## src/rtl/hyb_add_pkg.sv

```systemverilog
package hyb_add_pkg;
  // largest power of two not above n - wrpl, zero when nothing is left
  function automatic int bk_width_default(int n, int wrpl);
    int rem;
    int w;
    rem = n - wrpl;
    if (rem <= 0) return 0;
    w = 1;
    while (w * 2 <= rem) w = w * 2;
    return w;
  endfunction
endpackage

```

## src/rtl/hyb_rpl_seg.sv

```systemverilog
module hyb_rpl_seg #(
  parameter int W = 7
) (
  input  logic [W-1:0] a_i,
  input  logic [W-1:0] b_i,
  input  logic         ci_i,
  output logic [W-1:0] s_o,
  output logic         co_o
);
  logic [W:0] c;
  assign c[0] = ci_i;
  for (genvar i = 0; i < W; i++) begin : g_bit
    assign s_o[i]   = a_i[i] ^ b_i[i] ^ c[i];
    assign c[i+1]   = (a_i[i] & b_i[i]) | (c[i] & (a_i[i] ^ b_i[i]));
  end
  assign co_o = c[W];
endmodule

```

## src/rtl/hyb_bk_seg.sv

```systemverilog
module hyb_bk_seg #(
  parameter int W = 16
) (
  input  logic [W-1:0] a_i,
  input  logic [W-1:0] b_i,
  input  logic         ci_i,
  output logic [W-1:0] s_o,
  output logic         co_o
);
  // position 0 carries ci_i as a pure generate term
  localparam int L  = W + 1;
  localparam int LG = $clog2(L);
  localparam int NS = 2 * LG;
  localparam int FS = NS - 1;

  logic [NS*L-1:0] g_q;
  logic [NS*L-1:0] p_q;
  logic [W-1:0]    p_bit;

  assign p_bit      = a_i ^ b_i;
  assign g_q[0]     = ci_i;
  assign p_q[0]     = 1'b0;
  assign g_q[L-1:1] = a_i & b_i;
  assign p_q[L-1:1] = p_bit;

  // up-sweep
  for (genvar lv = 0; lv < LG; lv++) begin : g_up
    localparam int S = lv + 1;
    for (genvar i = 0; i < L; i++) begin : g_pos
      if (((i + 1) % (1 << (lv + 1))) == 0) begin : g_op
        assign g_q[S*L+i] = g_q[(S-1)*L+i] | (p_q[(S-1)*L+i] & g_q[(S-1)*L+i-(1<<lv)]);
        assign p_q[S*L+i] = p_q[(S-1)*L+i] & p_q[(S-1)*L+i-(1<<lv)];
      end else begin : g_pass
        assign g_q[S*L+i] = g_q[(S-1)*L+i];
        assign p_q[S*L+i] = p_q[(S-1)*L+i];
      end
    end
  end

  // down-sweep fills the remaining positions
  for (genvar dv = 0; dv < LG - 1; dv++) begin : g_dn
    localparam int LV = LG - 2 - dv;
    localparam int S  = LG + 1 + dv;
    for (genvar i = 0; i < L; i++) begin : g_pos
      if ((((i + 1) % (1 << (LV + 1))) == (1 << LV)) && (i >= (1 << (LV + 1)))) begin : g_op
        assign g_q[S*L+i] = g_q[(S-1)*L+i] | (p_q[(S-1)*L+i] & g_q[(S-1)*L+i-(1<<LV)]);
        assign p_q[S*L+i] = p_q[(S-1)*L+i] & p_q[(S-1)*L+i-(1<<LV)];
      end else begin : g_pass
        assign g_q[S*L+i] = g_q[(S-1)*L+i];
        assign p_q[S*L+i] = p_q[(S-1)*L+i];
      end
    end
  end

  for (genvar j = 0; j < W; j++) begin : g_sum
    assign s_o[j] = p_bit[j] ^ g_q[FS*L+j];
  end
  assign co_o = g_q[FS*L+W];
endmodule

```

## src/rtl/hyb_cs_seg.sv

```systemverilog
module hyb_cs_seg #(
  parameter int W = 9
) (
  input  logic [W-1:0] a_i,
  input  logic [W-1:0] b_i,
  input  logic         sel_i,
  output logic [W-1:0] s_o,
  output logic         co_o
);
  logic [W:0] cand0;
  logic [W:0] cand1;
  assign cand0 = {1'b0, a_i} + {1'b0, b_i};
  assign cand1 = {1'b0, a_i} + {1'b0, b_i} + (W+1)'(1);
  assign {co_o, s_o} = sel_i ? cand1 : cand0;
endmodule

```

## src/rtl/hyb_final_adder.sv

```systemverilog
module hyb_final_adder #(
  parameter int N     = 32,
  parameter int W_RPL = 7,
  parameter int W_BK  = hyb_add_pkg::bk_width_default(N, W_RPL),
  parameter int W_CS  = N - W_RPL - W_BK
) (
  input  logic [N-1:0] a_i,
  input  logic [N-1:0] b_i,
  input  logic         cin_i,
  output logic [N-1:0] sum_o,
  output logic         cout_o
);
  localparam int LO_BK = W_RPL;
  localparam int LO_CS = W_RPL + W_BK;

  if (W_RPL < 0 || W_BK < 0 || W_CS < 0 || (W_RPL + W_BK + W_CS) != N) begin : g_bad_cfg
    $fatal(1, "hyb_final_adder: segment widths do not partition N");
  end

  logic c_rpl;
  logic c_bk;

  if (W_RPL > 0) begin : g_rpl
    hyb_rpl_seg #(.W(W_RPL)) u_rpl (
      .a_i (a_i[W_RPL-1:0]),
      .b_i (b_i[W_RPL-1:0]),
      .ci_i(cin_i),
      .s_o (sum_o[W_RPL-1:0]),
      .co_o(c_rpl)
    );
  end else begin : g_no_rpl
    assign c_rpl = cin_i;
  end

  if (W_BK > 0) begin : g_bk
    hyb_bk_seg #(.W(W_BK)) u_bk (
      .a_i (a_i[LO_BK +: W_BK]),
      .b_i (b_i[LO_BK +: W_BK]),
      .ci_i(c_rpl),
      .s_o (sum_o[LO_BK +: W_BK]),
      .co_o(c_bk)
    );
  end else begin : g_no_bk
    assign c_bk = c_rpl;
  end

  if (W_CS > 0) begin : g_cs
    hyb_cs_seg #(.W(W_CS)) u_cs (
      .a_i  (a_i[LO_CS +: W_CS]),
      .b_i  (b_i[LO_CS +: W_CS]),
      .sel_i(c_bk),
      .s_o  (sum_o[LO_CS +: W_CS]),
      .co_o (cout_o)
    );
  end else begin : g_no_cs
    assign cout_o = c_bk;
  end
endmodule

```

## config.mk

```make
export PLATFORM = sky130hd
export DESIGN_NAME = hyb_final_adder
export DESIGN_NICKNAME = d
export VERILOG_FILES = /design/src/rtl/hyb_add_pkg.sv /design/src/rtl/hyb_rpl_seg.sv /design/src/rtl/hyb_bk_seg.sv /design/src/rtl/hyb_cs_seg.sv /design/src/rtl/hyb_final_adder.sv
export SDC_FILE = /design/constraint.sdc
export NUM_CORES = 1
export LEC_CHECK = 0
export BUFFER_PORTS_ARGS = -buffer_cell sky130_fd_sc_hd__buf_4
export CORE_MARGIN = 2
export CORE_UTILIZATION = 35
export DETAILED_ROUTE_END_ITERATION = 6
export PLACE_DENSITY_LB_ADDON = 0.3
export SLEW_MARGIN = 15
export SYNTH_ARGS = -nofsm -noshare
export SYNTH_HDL_FRONTEND = slang
export SYNTH_SLANG_ARGS = --single-unit
export TNS_END_PERCENT = 50
```

## constraint.sdc

```tcl
create_clock -name vclk -period 6.8
set_clock_uncertainty 0.1 [all_clocks]
set_input_delay 0.68 -clock vclk [all_inputs]
set_output_delay 0.68 -clock vclk [all_outputs]
set_load 0.03 [all_outputs]
```

==> run_results.csv <==
group,metric,value,unit
power_and_ir_drop,seqPwrFrac,0,%
setup_path,critPathBufInv,4,
power_and_ir_drop,switching_share,56.5,%
logic_synthesis,syn_area_per_cell,9.61,µm²
sta,max_freq,0.153,GHz
logic_synthesis,syn_area,1290,µm²
final_layout,final_cells,286,
setup_path,crit_path_max_fanout,3,
power_and_ir_drop,intPower,0.135,mW
place,pre_cts_slack,-0.106,ns
route,post_drt_wl_per_cell,11.4,µm
logic_synthesis,ys_seq_area_share,0,%
status,status,"completed",
setup_path,cpLargestDelayFamily,"adder cells",
sta,slew_headroom,69.3,%
global_routing,grt_max_degree,6,
logic_synthesis,ys_warn_count,0,
min_path,worstHoldPathType,"primary input to output pin",
logic_synthesis,yosys.area.top_type,"fa_1",
route,vias,1368,
floorplanning,die_area,4180,µm²
sta,period_minus_slack,6.54,ns
logic_synthesis,syn_inst,134,
power_and_ir_drop,pwr_density_cell,144,nW/µm²
setup_path,start_kind,"primary input",
final_layout,flops_and_latches,0,
floorplanning,io_pins,98,
route,antenna_left,0,
global_routing,antenna_found_initial,0,
setup_path,cp.depth,24,
sta,worst_slack,0.262,ns
sta,rsz0062_at_grt,"no",
power_and_ir_drop,power_frac_clock,0,%
final_layout,seq_area,0,µm²
route,wl,3.25,mm
flow_run,cap_viol_max_count,0,
setup_path,startpoint,"a_i[0]",
clocking,hold_buffers,0,
floorplanning,fp.dieH,64.7,µm
final_layout,clkbuf_count,0,
place,port_buffers,98,
final_layout,areaGrowthSynthToFinish,67.1,%
power_and_ir_drop,finalPower,0.310,mW
setup_path,crit_end,"sum_o[30]",
logic_synthesis,synthTopCellsByArea,"fa_1, ha_1, xor2_1",
setup_path,worst_ep_arrival_time,5.76,ns
setup_path,critPathMostFrequentCell,"fa_2",
floorplanning,start_util,35.7,%
setup_path,crit_required,6.02,ns
final_layout,fin_nets,346,
global_routing,grt_pass1_wl,5.62,mm
route,drt_iter0_drc,17,
final_layout,finish.instance_area,2150,µm²
sta,fin_crit_sh,96.2,%
route,drc,0,
power_and_ir_drop,ir_drop,0.0918,mV
final_layout,layout-drive-gt1-share,50.4,%
sta,setup_violations,0,
setup_path,endpoint_kind,"output pin",
final_layout,fin_util,59.6,%
power_and_ir_drop,p_sw,0.175,mW
power_and_ir_drop,combinationalPowerShare,100.0,%
place,post-dp-hpwl,3.04,mm
sta,drv_slew,0,
floorplanning,row_count,22,
final_layout,diodes,0,
setup_path,cp_slowest_cell,"fa_1",
logic_synthesis,synth_common_cells,"ha_1, fa_1, xor2_1, inv_1, xnor2_1",
sta,hold_viol_final,0,
global_routing,grt_pass1_vias,1395,
setup_path,path_cells,"buf_4 > fa_1 > fa_2 > fa_2 > fa_2 > fa_2 > fa_1 > inv_1 > fa_1 > inv_1 > fa_2 > a21o_1 > nand2_1 > o211ai_1 > a311o_1 > a21o_1 > a31o_2 > fa_2 > nand4_1 > nor3_1 > nand4_1 > nor2_1 > xnor2_2 > buf_4",
sta,worst_pin_slew,0.458,ns
logic_synthesis,synth_fp_nets,240,
logic_synthesis,synth.distinct_cells,30,
floorplanning,die_w,64.7,µm
route,firstDrtPassIters,3,
sta,whs,1.65,ns
setup_path,max_stage_delay,0.43,ns
place,finalWeightedCongestion,0.771,
place,dpl.cell_count,285,
global_routing,grt_overflow,0,
setup_path,path_class,"primary input to output pin",
logic_synthesis,synth_top_area_share,26.4,%
logic_synthesis,synth.most_common_cell,"ha_1",
place,placed_area,2130,µm²
power_and_ir_drop,p_leak,1.11,nW
min_path,min-delay-start,"cin_i",
route,via_per_inst,4.78,
floorplanning,core,3610,µm²
global_routing,grt_use_total,16.0,%
sta,fin_setup_tns,0,ns
-- cells by family after synthesis --
| group | Yosys count | synth area share (%) |
|---|---|---|
| fa+ha+maj | 41 | 49.8 |
| buf+inv | 9 | 2.62 |
| compound gates | 32 | 19.9 |
| mux | 1 | 0.875 |
| simple gates | 29 | 11.9 |
| xor+xnor | 22 | 15.0 |
-- worst min path at each step --
stage / slack (ns) / endpoint / depth (start not counted)
2_1_floorplan: 1.58 / sum_o[9] / 2
3_3_place_gp: 1.65 / sum_o[7] / 3
3_5_place_dp: 1.65 / sum_o[1] / 3
4_1_cts: 1.65 / sum_o[7] / 3
5_1_grt: 1.66 / sum_o[0] / 3
6_report: 1.65 / sum_o[0] / 3
-- layer usage --
| metal | global-route usage [%] | vias up | routed length (µm) |
|---|---|---|---|
| met5 | 0 | - | 0 |
| met1 | 18.2 | 613 | 1210 |
| met3 | 1.39 | 0 | 282 |
| met4 | 0 | 0 | 0 |
| li1 | - | 697 | - |
| met2 | 33.5 | 58 | 1760 |
-- placed cells by master (no fill, tap or decap), drive strengths merged --
master   synthesis  routed
buf              0     104
ha              24      24
fa              17      17
xor2            13      13
inv              9       9
xnor2            9       9
a21o             7       7
nand2            7       7
a21oi            7       7
nor2             6       6
nand3            5       5
nor3             4       4
o21ai            3       3
o21a             3       3
o21bai           3       3
a31o             2       2
nand4            2       2
o41ai            2       2
nor4b            1       1
o211ai           1       1
a211oi           1       1
a41o             1       1
a311o            1       1
nand2b           1       1
o2bb2ai          1       1
or3              1       1
and3             1       1
mux2             1       1
nor4             1       1
-- cell type report --
| class | count | area [µm²] |
|---|---|---|
| fillers | 334 | 1460 |
| inverters | 9 | 33.8 |
| multi-input cells | 125 | 1280 |
| well taps | 48 | 60.1 |
| repair buffers | 104 | 781 |
-- timing repair --
| action | in CTS | in global routing |
|---|---|---|
| endpoints found under the setup margin | 3 | 7 |
| endpoints found under the hold margin | 0 | 0 |
| setup buffers | 1 | 0 |
| pin swaps | 2 | 3 |
| resized for setup | 2 | 4 |
-- power groups by stage --
| stage | Clock, mW | Combinational, mW | Sequential (mW) |
|---|---|---|---|
| 2_1_floorplan | 0 | 0.201 | 0 |
| 3_3_place_gp | 0 | 0.308 | 0 |
| 3_5_place_dp | 0 | 0.310 | 0 |
| 4_1_cts | 0 | 0.313 | 0 |
| 5_1_grt | 0 | 0.335 | 0 |
| 6_report | 0 | 0.310 | 0 |
No activity file was read; power rests on OpenSTA's default activity.
